File: src/rtl/alu8_pkg.sv
package alu8_pkg;
    localparam int DW = 8;
    localparam int OPW = 4;

    typedef enum logic [OPW-1:0] {
        OP_ADD  = 4'd0,
        OP_ADC  = 4'd1,
        OP_SUB  = 4'd2,
        OP_SBC  = 4'd3,
        OP_CMP  = 4'd4,
        OP_AND  = 4'd5,
        OP_XOR  = 4'd6,
        OP_OR   = 4'd7,
        OP_INC  = 4'd8,
        OP_DEC  = 4'd9,
        OP_CPL  = 4'd10,
        OP_RLC  = 4'd11,
        OP_NIB  = 4'd12
    } op_e;

    typedef struct packed {
        logic s;
        logic z;
        logic h;
        logic pv;
        logic n;
        logic c;
    } flags_t;

    typedef struct packed {
        logic [DW-1:0] res;
        logic [DW-1:0] mem;
        flags_t        flg;
    } alu_state_t;

    function automatic logic even_par(input logic [DW-1:0] x);
        return ~^x;
    endfunction
endpackage

File: src/rtl/alu8_addsub.sv
module alu8_addsub #(
    parameter int W = 8
) (
    input  logic [W-1:0] a,
    input  logic [W-1:0] b,
    input  logic         cin,
    input  logic         sub,
    output logic [W-1:0] sum,
    output logic         cout,
    output logic         hout,
    output logic         vout
);
    localparam int HW = W / 2;

    logic [W-1:0]  bx;
    logic          cx;
    logic [W:0]    full;
    logic [HW:0]   low;

    always_comb begin
        bx   = sub ? ~b : b;
        cx   = cin ^ sub;
        full = {1'b0, a} + {1'b0, bx} + {{W{1'b0}}, cx};
        low  = {1'b0, a[HW-1:0]} + {1'b0, bx[HW-1:0]} + {{HW{1'b0}}, cx};
        sum  = full[W-1:0];
        cout = full[W] ^ sub;
        hout = low[HW] ^ sub;
        vout = (a[W-1] == bx[W-1]) && (sum[W-1] != a[W-1]);
    end
endmodule

File: src/rtl/alu8_logic.sv
module alu8_logic #(
    parameter int W = 8
) (
    input  logic [W-1:0] a,
    input  logic [W-1:0] b,
    output logic [W-1:0] and_r,
    output logic [W-1:0] xor_r,
    output logic [W-1:0] or_r,
    output logic [W-1:0] cpl_r,
    output logic [W-1:0] rot_r,
    output logic [W-1:0] nib_a,
    output logic [W-1:0] nib_m
);
    localparam int HW = W / 2;

    always_comb begin
        and_r = a & b;
        xor_r = a ^ b;
        or_r  = a | b;
        cpl_r = ~a;
        rot_r = {a[W-2:0], a[W-1]};
        nib_a = {a[W-1:HW], b[HW-1:0]};
        nib_m = {a[HW-1:0], b[W-1:HW]};
    end
endmodule

File: src/rtl/alu8_unit.sv
module alu8_unit
    import alu8_pkg::*;
(
    input  logic           clk,
    input  logic           rst_n,
    input  logic           strobe,
    input  logic [OPW-1:0] op,
    input  logic [DW-1:0]  acc,
    input  logic [DW-1:0]  opnd,
    input  logic           carry_in,
    output logic [DW-1:0]  result_q,
    output logic [DW-1:0]  mem_q,
    output logic [5:0]     flags_q
);
    alu_state_t st_d, st_q;

    logic [DW-1:0] as_a, as_b, as_sum;
    logic          as_cin, as_sub, as_c, as_h, as_v;
    logic          is_step;
    logic [DW-1:0] and_r, xor_r, or_r, cpl_r, rot_r, nib_a, nib_m;

    always_comb begin
        is_step = (op == OP_INC) || (op == OP_DEC);
        as_a    = is_step ? opnd : acc;
        as_b    = is_step ? DW'(1) : opnd;
        as_sub  = (op == OP_SUB) || (op == OP_SBC) || (op == OP_CMP) || (op == OP_DEC);
        as_cin  = ((op == OP_ADC) || (op == OP_SBC)) ? carry_in : 1'b0;
    end

    alu8_addsub #(.W(DW)) i_addsub (
        .a    (as_a),
        .b    (as_b),
        .cin  (as_cin),
        .sub  (as_sub),
        .sum  (as_sum),
        .cout (as_c),
        .hout (as_h),
        .vout (as_v)
    );

    alu8_logic #(.W(DW)) i_logic (
        .a     (acc),
        .b     (opnd),
        .and_r (and_r),
        .xor_r (xor_r),
        .or_r  (or_r),
        .cpl_r (cpl_r),
        .rot_r (rot_r),
        .nib_a (nib_a),
        .nib_m (nib_m)
    );

    always_comb begin
        st_d = st_q;
        if (strobe) begin
            st_d.res = acc;
            st_d.mem = opnd;
            case (op)
                OP_ADD, OP_ADC, OP_SUB, OP_SBC, OP_CMP: begin
                    st_d.res    = (op == OP_CMP) ? acc : as_sum;
                    st_d.flg.s  = as_sum[DW-1];
                    st_d.flg.z  = (as_sum == '0);
                    st_d.flg.h  = as_h;
                    st_d.flg.pv = as_v;
                    st_d.flg.n  = as_sub;
                    st_d.flg.c  = as_c;
                end
                OP_INC, OP_DEC: begin
                    st_d.res    = as_sum;
                    st_d.flg.s  = as_sum[DW-1];
                    st_d.flg.z  = (as_sum == '0);
                    st_d.flg.h  = as_h;
                    st_d.flg.pv = as_v;
                    st_d.flg.n  = as_sub;
                end
                OP_AND, OP_XOR, OP_OR: begin
                    st_d.res    = (op == OP_AND) ? and_r : ((op == OP_XOR) ? xor_r : or_r);
                    st_d.flg.s  = st_d.res[DW-1];
                    st_d.flg.z  = (st_d.res == '0);
                    st_d.flg.h  = (op == OP_AND);
                    st_d.flg.pv = even_par(st_d.res);
                    st_d.flg.n  = 1'b0;
                    st_d.flg.c  = 1'b0;
                end
                OP_CPL: begin
                    st_d.res   = cpl_r;
                    st_d.flg.h = 1'b1;
                    st_d.flg.n = 1'b1;
                end
                OP_RLC: begin
                    st_d.res   = rot_r;
                    st_d.flg.c = acc[DW-1];
                    st_d.flg.h = 1'b0;
                    st_d.flg.n = 1'b0;
                end
                OP_NIB: begin
                    st_d.res    = nib_a;
                    st_d.mem    = nib_m;
                    st_d.flg.s  = nib_a[DW-1];
                    st_d.flg.z  = (nib_a == '0);
                    st_d.flg.h  = 1'b0;
                    st_d.flg.n  = 1'b0;
                    st_d.flg.pv = even_par(nib_a);
                end
                default: ;
            endcase
        end
    end

    always_ff @(posedge clk) begin
        if (!rst_n) st_q <= '0;
        else        st_q <= st_d;
    end

    assign result_q = st_q.res;
    assign mem_q    = st_q.mem;
    assign flags_q  = st_q.flg;
endmodule

File: config.mk
export PLATFORM = sky130hd
export DESIGN_NAME = alu8_unit
export DESIGN_NICKNAME = d
export VERILOG_FILES = /design/src/rtl/alu8_pkg.sv /design/src/rtl/alu8_addsub.sv /design/src/rtl/alu8_logic.sv /design/src/rtl/alu8_unit.sv
export SDC_FILE = /design/constraint.sdc
export NUM_CORES = 1
export LEC_CHECK = 0
export CAP_MARGIN = 20
export CORE_ASPECT_RATIO = 0.6
export CORE_MARGIN = 3
export CORE_UTILIZATION = 40
export DETAILED_ROUTE_END_ITERATION = 12
export DONT_BUFFER_PORTS = 1
export PLACE_DENSITY_LB_ADDON = 0.3
export SLEW_MARGIN = 5
export SYNTH_ARGS = -nofsm -noshare
export SYNTH_HDL_FRONTEND = slang
export SYNTH_SLANG_ARGS = --single-unit
File: constraint.sdc
create_clock -name clk -period 3.2 [get_ports clk]
set_input_delay 0 -clock clk [delete_from_list [all_inputs] [get_ports clk]]
set_output_delay 0 -clock clk [all_outputs]
set_load 0.005 [all_outputs]
==> results.cfg, run 1 <==
[placement]
gp_congestion = 0.9832
portBuffers = 0
dp_hpwl_um = 8949
dpl_worst_slack_ns = 0.4390
dpl-instance-area_mm2 = 0.003338

[timing]
post-route-period-util_pct = 94.70
drv_slew = 0
maxSlewHeadroom_pct = 48.10
worst_pin_slew_ns = 0.7760
fin_crit_ns = 3.030
finalSetupViolCount = 0
skew_ns = 0
setup_ws_ns = 0.1697
hold_viol = 0
tns_ns = 0
max_freq_mhz = 330.0
rsz0062_at_grt = no

[yosys]
ys_ff_latch = 22
synthFlopType = dfxtp_1
synth_cells = 481
ys_seq_area_share_pct = 13.08
synth-edff-count = 0
netlist-cell-type-count = 67
yosys.area.top_type = dfxtp_1
yosysWarnings = 0
yosys.area.top_type_share_pct = 13.08
synth.avg_cell_area_um2 = 7.003
synthTopCellsByArea = dfxtp_1, ha_1, o21ai_0
async_flop_share_pct = 0
syn_area_mm2 = 0.003368
syn_nets = 538

[route]
drtIter0Drc = 579
routed_via_density = 6.583
first_pass_iters = 5
ant_nets = 0
route.vias.total = 3746
drc_errors = 0
drt_wl_total_um = 12090
wl_per_cell_um = 21.25

[critical_path]
r2r-end = flags_q[3]
rr_worst_depth = 3
path_buf_inv = 1
arrival_ns = 3.17
startpoint_type = primary input
cp_common_cell = a21oi_1
r2r-start = flags_q[3]
r2r_setup_slack_ns = 1.93
critPathRequiredTime_ns = 3.34
path_delay_family = compound AO/OA/AOI/OAI gates
worstSetupPathType = primary input to flop
cp_slowest_cell = dlygate4sd3_1
critPathMaxFanout = 52
cp-end-kind = flop
max_stage_delay_ns = 0.61
path_cells = nand2b_1 > nand2_1 > o211ai_1 > a21oi_1 > a311oi_1 > fa_1 > fa_2 > a21o_1 > a21oi_2 > mux2_2 > o221ai_1 > a21oi_1 > dlygate4sd3_1

[global_route]
track_usage_pct = 24.61
grt_pass1_wl_um = 19050
grt_max_degree = 64
overflow = 0
antenna_found_initial = 0
grt_pass1_vias = 3374

[clocking]
cts_max_path_buffers = 2
h-tree-depth = 1
cts_tree = yes
cts_sinks = 22
cts_made_buffers = 3
clk_pin_slew_ns = 0.06
cts-root-buf = clkbuf_16
post_cts_buffers = 0
clk_latency_ns = 0.26

[run_status]
status = finished, final reports clean

[cells_and_area]
drive_above_1_share_pct = 6.291
area_delta_synth_final_pct = 5.832
final_cell_area_mm2 = 0.003565
final_core_util_pct = 44.34
nNetsFinal = 519
fillers = 841
num_antenna_cells = 0
regArea_um2 = 440.4
multi_input_comb_area_mm2 = 0.002619

[job]
maxCapViolCount = 0

[floorplan]
start_util_pct = 41.90
die_area_mm2 = 0.009594
rows = 25
dieHeight_um = 77.08
fp.coreArea_mm2 = 0.008039
die_x_um = 124.5
top_level_ports = 46

[hold_path]
min_from = strobe
min_delay_path_depth = 2
hold_path_class = primary input to flop
min_to = mem_q[1]

[power_and_ir_drop]
pwr_density_cell_mw_per_mm2 = 325.8
power_leakage_uw = 0.001418
vdd_drop_max_mv = 0.1818
[worst max path at each step]
stage / startpoint / end / slack [ns] / cells past startpoint
2_1_floorplan: op[2] / flags_q[4] / 0.21 / 14
3_3_place_gp: op[0] / flags_q[4] / 0.52 / 11
3_5_place_dp: op[0] / flags_q[4] / 0.44 / 12
4_1_cts: op[0] / flags_q[3] / 0.20 / 13
5_1_grt: op[0] / flags_q[3] / 0.05 / 13
6_report: op[0] / flags_q[3] / 0.17 / 13
[metrics by stage]
step           hold slack, ns  total power [µW]  cells
4_1_cts              0.002869              1149    568
5_1_grt               0.01546              1236    569
3_5_place_dp          0.09568             835.2    552
2_1_floorplan          0.1378             756.4    481
6_report             0.001856              1162    569
3_3_place_gp          0.09463             828.0    552
[cells in the mapped netlist (4+ instances only)]
library cell	count
a211oi_1	6
a21oi_1	42
a221o_1	8
a22oi_1	5
a31oi_1	10
a32oi_1	5
buf_2	15
buf_6	4
clkbuf_1	24
dfxtp_1	22
ha_1	31
inv_1	25
nand2_1	45
nand2b_1	6
nand3_1	6
nand3b_1	4
nand4_1	4
nor2_1	41
nor2b_1	5
nor3_1	4
o211a_1	8
o211ai_1	15
o21ai_0	55
o21ai_1	4
o22ai_1	13
xnor2_1	7
xor2_1	6
[repair_timing]
action                     4_1_cts  5_1_grt
hold buffers                    12        0
setup endpoints to repair        0        1
hold endpoints to repair        22        0
resized for setup                0        2
[flip-flops by register name (all words and copies together) (netlist names)]
| register | cells |
|---|---|
| flags_q | 6 |
| result_q | 8 |
| mem_q | 8 |
[per-layer routing]
metal | track usage (%) | wire (µm) | vias up
li1 | - | - | 1737
met1 | 36.88 | 5286 | 1744
met2 | 33.57 | 4763 | 237
met3 | 7.864 | 1810 | 28
met4 | 5.580 | 233 | 0
met5 | 0 | 0 | -
[cells in the final DEF, fill, tap and decap left out, types with 8 or more instances in the layout]
master	n
ha_1	31
a21oi_1	42
a221o_1	8
o211a_1	8
nand2_1	45
o22ai_1	13
inv_1	24
a31oi_1	10
o211ai_1	15
dlygate4sd3_1	12
o21ai_0	55
nor2_1	41
dfxtp_1	22
[logic make-up after synthesis]
group / Yosys count / synth area share (%)
XOR/XNOR: 13 / 3.380
AO/OA/AOI/OAI: 204 / 39.90
multiplexers: 6 / 1.894
buffers and inverters: 69 / 9.250
AND/OR/NAND/NOR: 134 / 19.80
flip-flops: 22 / 13.08
adder cells (fa/ha/maj): 33 / 12.70
[where the power goes]
| group | switching [µW] | total [µW] | internal (µW) |
|---|---|---|---|
| clock network | 98.1 | 289 | 191 |
| logic | 319 | 555 | 236 |
| registers | 20.2 | 318 | 298 |
| total | 437 | 1160 | 725 |
[cell type report]
type                       count  area share (%)
multi-input combinational    390           73.46
sequential                    22           12.36
timing repair buffer          20           5.160
tap                          108           3.791
inverter                      25           2.738
clock buffer                   4           2.492
Note: power is estimated with default switching activity, not from simulation.
==> inputs of run 2 (changes only) <==
--- a/config.mk
+++ b/config.mk
@@ -11,7 +11,7 @@
 export CORE_UTILIZATION = 40
 export DETAILED_ROUTE_END_ITERATION = 12
 export DONT_BUFFER_PORTS = 1
-export PLACE_DENSITY_LB_ADDON = 0.3
+export PLACE_DENSITY = 0.67
 export SLEW_MARGIN = 5
 export SYNTH_ARGS = -nofsm -noshare
 export SYNTH_HDL_FRONTEND = slang
==> run 2 against run 1 <==
Cell area up 0.46%. Hold slack better by 0.0014 ns. First-iteration DRC count up 10%. Combinational power about the same. Power up 5.8%. Routed wire length up 2.9%. Register-to-register slack about the same. Count of clock-buffer cells in the layout down 1. Final cell count up 0.18%. Critical path type unchanged. Largest power group unchanged.
==> results.cfg, run 2 (same netlist as run 1, synthesis figures left out) <==
[run_status]
status = finished, final reports clean

[timing]
maxSlewHeadroom_pct = 28.12
post-route-period-util_pct = 81.39
worst_pin_slew_ns = 1.077
max_freq_mhz = 384.0
setup_ws_ns = 0.5956
finalSetupViolCount = 0
rsz0062_at_grt = no
drv_slew = 0
fin_crit_ns = 2.604
tns_ns = 0
skew_ns = 0
hold_viol = 0

[route]
first_pass_iters = 6
ant_nets = 0
drt_wl_total_um = 12440
route.vias.total = 3724
routed_via_density = 6.533
drc_errors = 0
drtIter0Drc = 638
wl_per_cell_um = 21.82

[cells_and_area]
nNetsFinal = 520
num_antenna_cells = 0
mostFrequentLayoutCells = o21ai_0, nand2_1, a21oi_1, nor2_1, ha_1
final_common_cell = o21ai_0
drive_above_1_share_pct = 5.844
area_delta_synth_final_pct = 6.315
final_cell_area_mm2 = 0.003581

[floorplan]
fp.coreArea_mm2 = 0.008039
die_area_mm2 = 0.009594
die_x_um = 124.5
start_util_pct = 41.90
rows = 25
dieHeight_um = 77.08
top_level_ports = 46

[critical_path]
r2r-end = flags_q[1]
r2r-start = flags_q[1]
rr_worst_depth = 3
worstSetupPathType = primary input to flop
r2r_setup_slack_ns = 1.92
critPathRequiredTime_ns = 3.37
critPathMaxFanout = 52
arrival_ns = 2.77
startpoint_type = primary input
cp-end-kind = flop

[power_and_ir_drop]
pwr_density_cell_mw_per_mm2 = 343.3
power_uw = 1229
power_leakage_uw = 0.001435
vdd_drop_max_mv = 0.3121

[placement]
gp_congestion = 0.9948
dpl_worst_slack_ns = 0.3874
dpl-instance-area_mm2 = 0.003346
portBuffers = 0
dp_hpwl_um = 9052

[hold_path]
min_to = mem_q[1]
hold_path_class = primary input to flop
min_from = strobe
min_delay_path_depth = 2

[clocking]
cts_made_buffers = 3
clk_latency_ns = 0.26
ctsResizeCount = 0
clk_pin_slew_ns = 0.07
cts_tree = yes
cts-root-buf = clkbuf_16
post_cts_buffers = 0
h-tree-depth = 1
cts_sinks = 22
cts_max_path_buffers = 2
cts_hold_buffers = 12

[global_route]
antenna_found_initial = 0
grt_max_degree = 64
grt_pass1_wl_um = 19600
grt_pass1_vias = 3371
track_usage_pct = 25.21
overflow = 0

[job]
maxCapViolCount = 0
run 2: cell types whose count changed in the layout (fill, tap and decap cells not counted):
cell           change
bufinv_16          +1
clkinvlp_4         -1
inv_1              +1
buf_4              +1
fa_2               -1
buf_6              -1
fa_1               +1
dlygate4sd3_1      +1
clkbuf_8           -1
run 2: worst max path at each step:
stage                      from    endpoint  slack, ns  cells past startpoint
after floorplan           op[2]  flags_q[4]       0.21                     14
after CTS                 op[0]  flags_q[4]       0.64                     11
after detailed placement  op[0]  flags_q[4]       0.39                     11
after global routing      op[0]  flags_q[4]       0.46                     11
after global placement    op[0]  flags_q[4]       0.52                     12
final                     op[0]  flags_q[4]       0.60                     11
run 2: final cells by class:
cell class / count / area [µm²]
fill: 792 / 4458
multi-input combinational: 390 / 2616
sequential: 22 / 440.4
timing repair buffer: 21 / 190.2
tap: 108 / 135.1
inverter: 25 / 93.84
clock buffer: 3 / 75.07
clock inverter: 1 / 30.03
run 2: per-stage QoR:
stage	hold WS (ns)	instances	util [%]
after detailed placement	0.09693	553	41.62
after global routing	0.0009962	570	44.54
after floorplan	0.1378	481	-
after global placement	0.09410	553	41.62
final	0.003299	570	44.54
after CTS	0.002876	569	44.42
run 2: report_power, final:
group	switching, µW	leakage (µW)	total, µW	internal (µW)
clock	111	0.0000511	360	249
sequential	19.9	0.000182	317	297
combinational	317	0.00120	552	235
total	448	0.00143	1230	781
run 2: per-layer routing:
layer | routed length (µm) | share of wire, % | GRT usage (%) | vias to the layer above
met3 | 1629 | 13 | 6.611 | 26
met2 | 5255 | 42 | 37.61 | 199
met4 | 201 | 1.6 | 4.595 | 0
li1 | - | - | - | 1741
met1 | 5353 | 43 | 36.61 | 1758
met5 | 0 | 0 | 0 | -
run 2: critical path, stage by stage:
cell and delay (ns):
inv_1 0.24, nor3_1 0.11, a21oi_1 0.14, o22ai_1 0.12, fa_1 0.46, fa_1 0.46, a21o_1 0.21, a21oi_2 0.21
xor2_1 0.23, or3b_1 0.39, o41ai_2 0.19
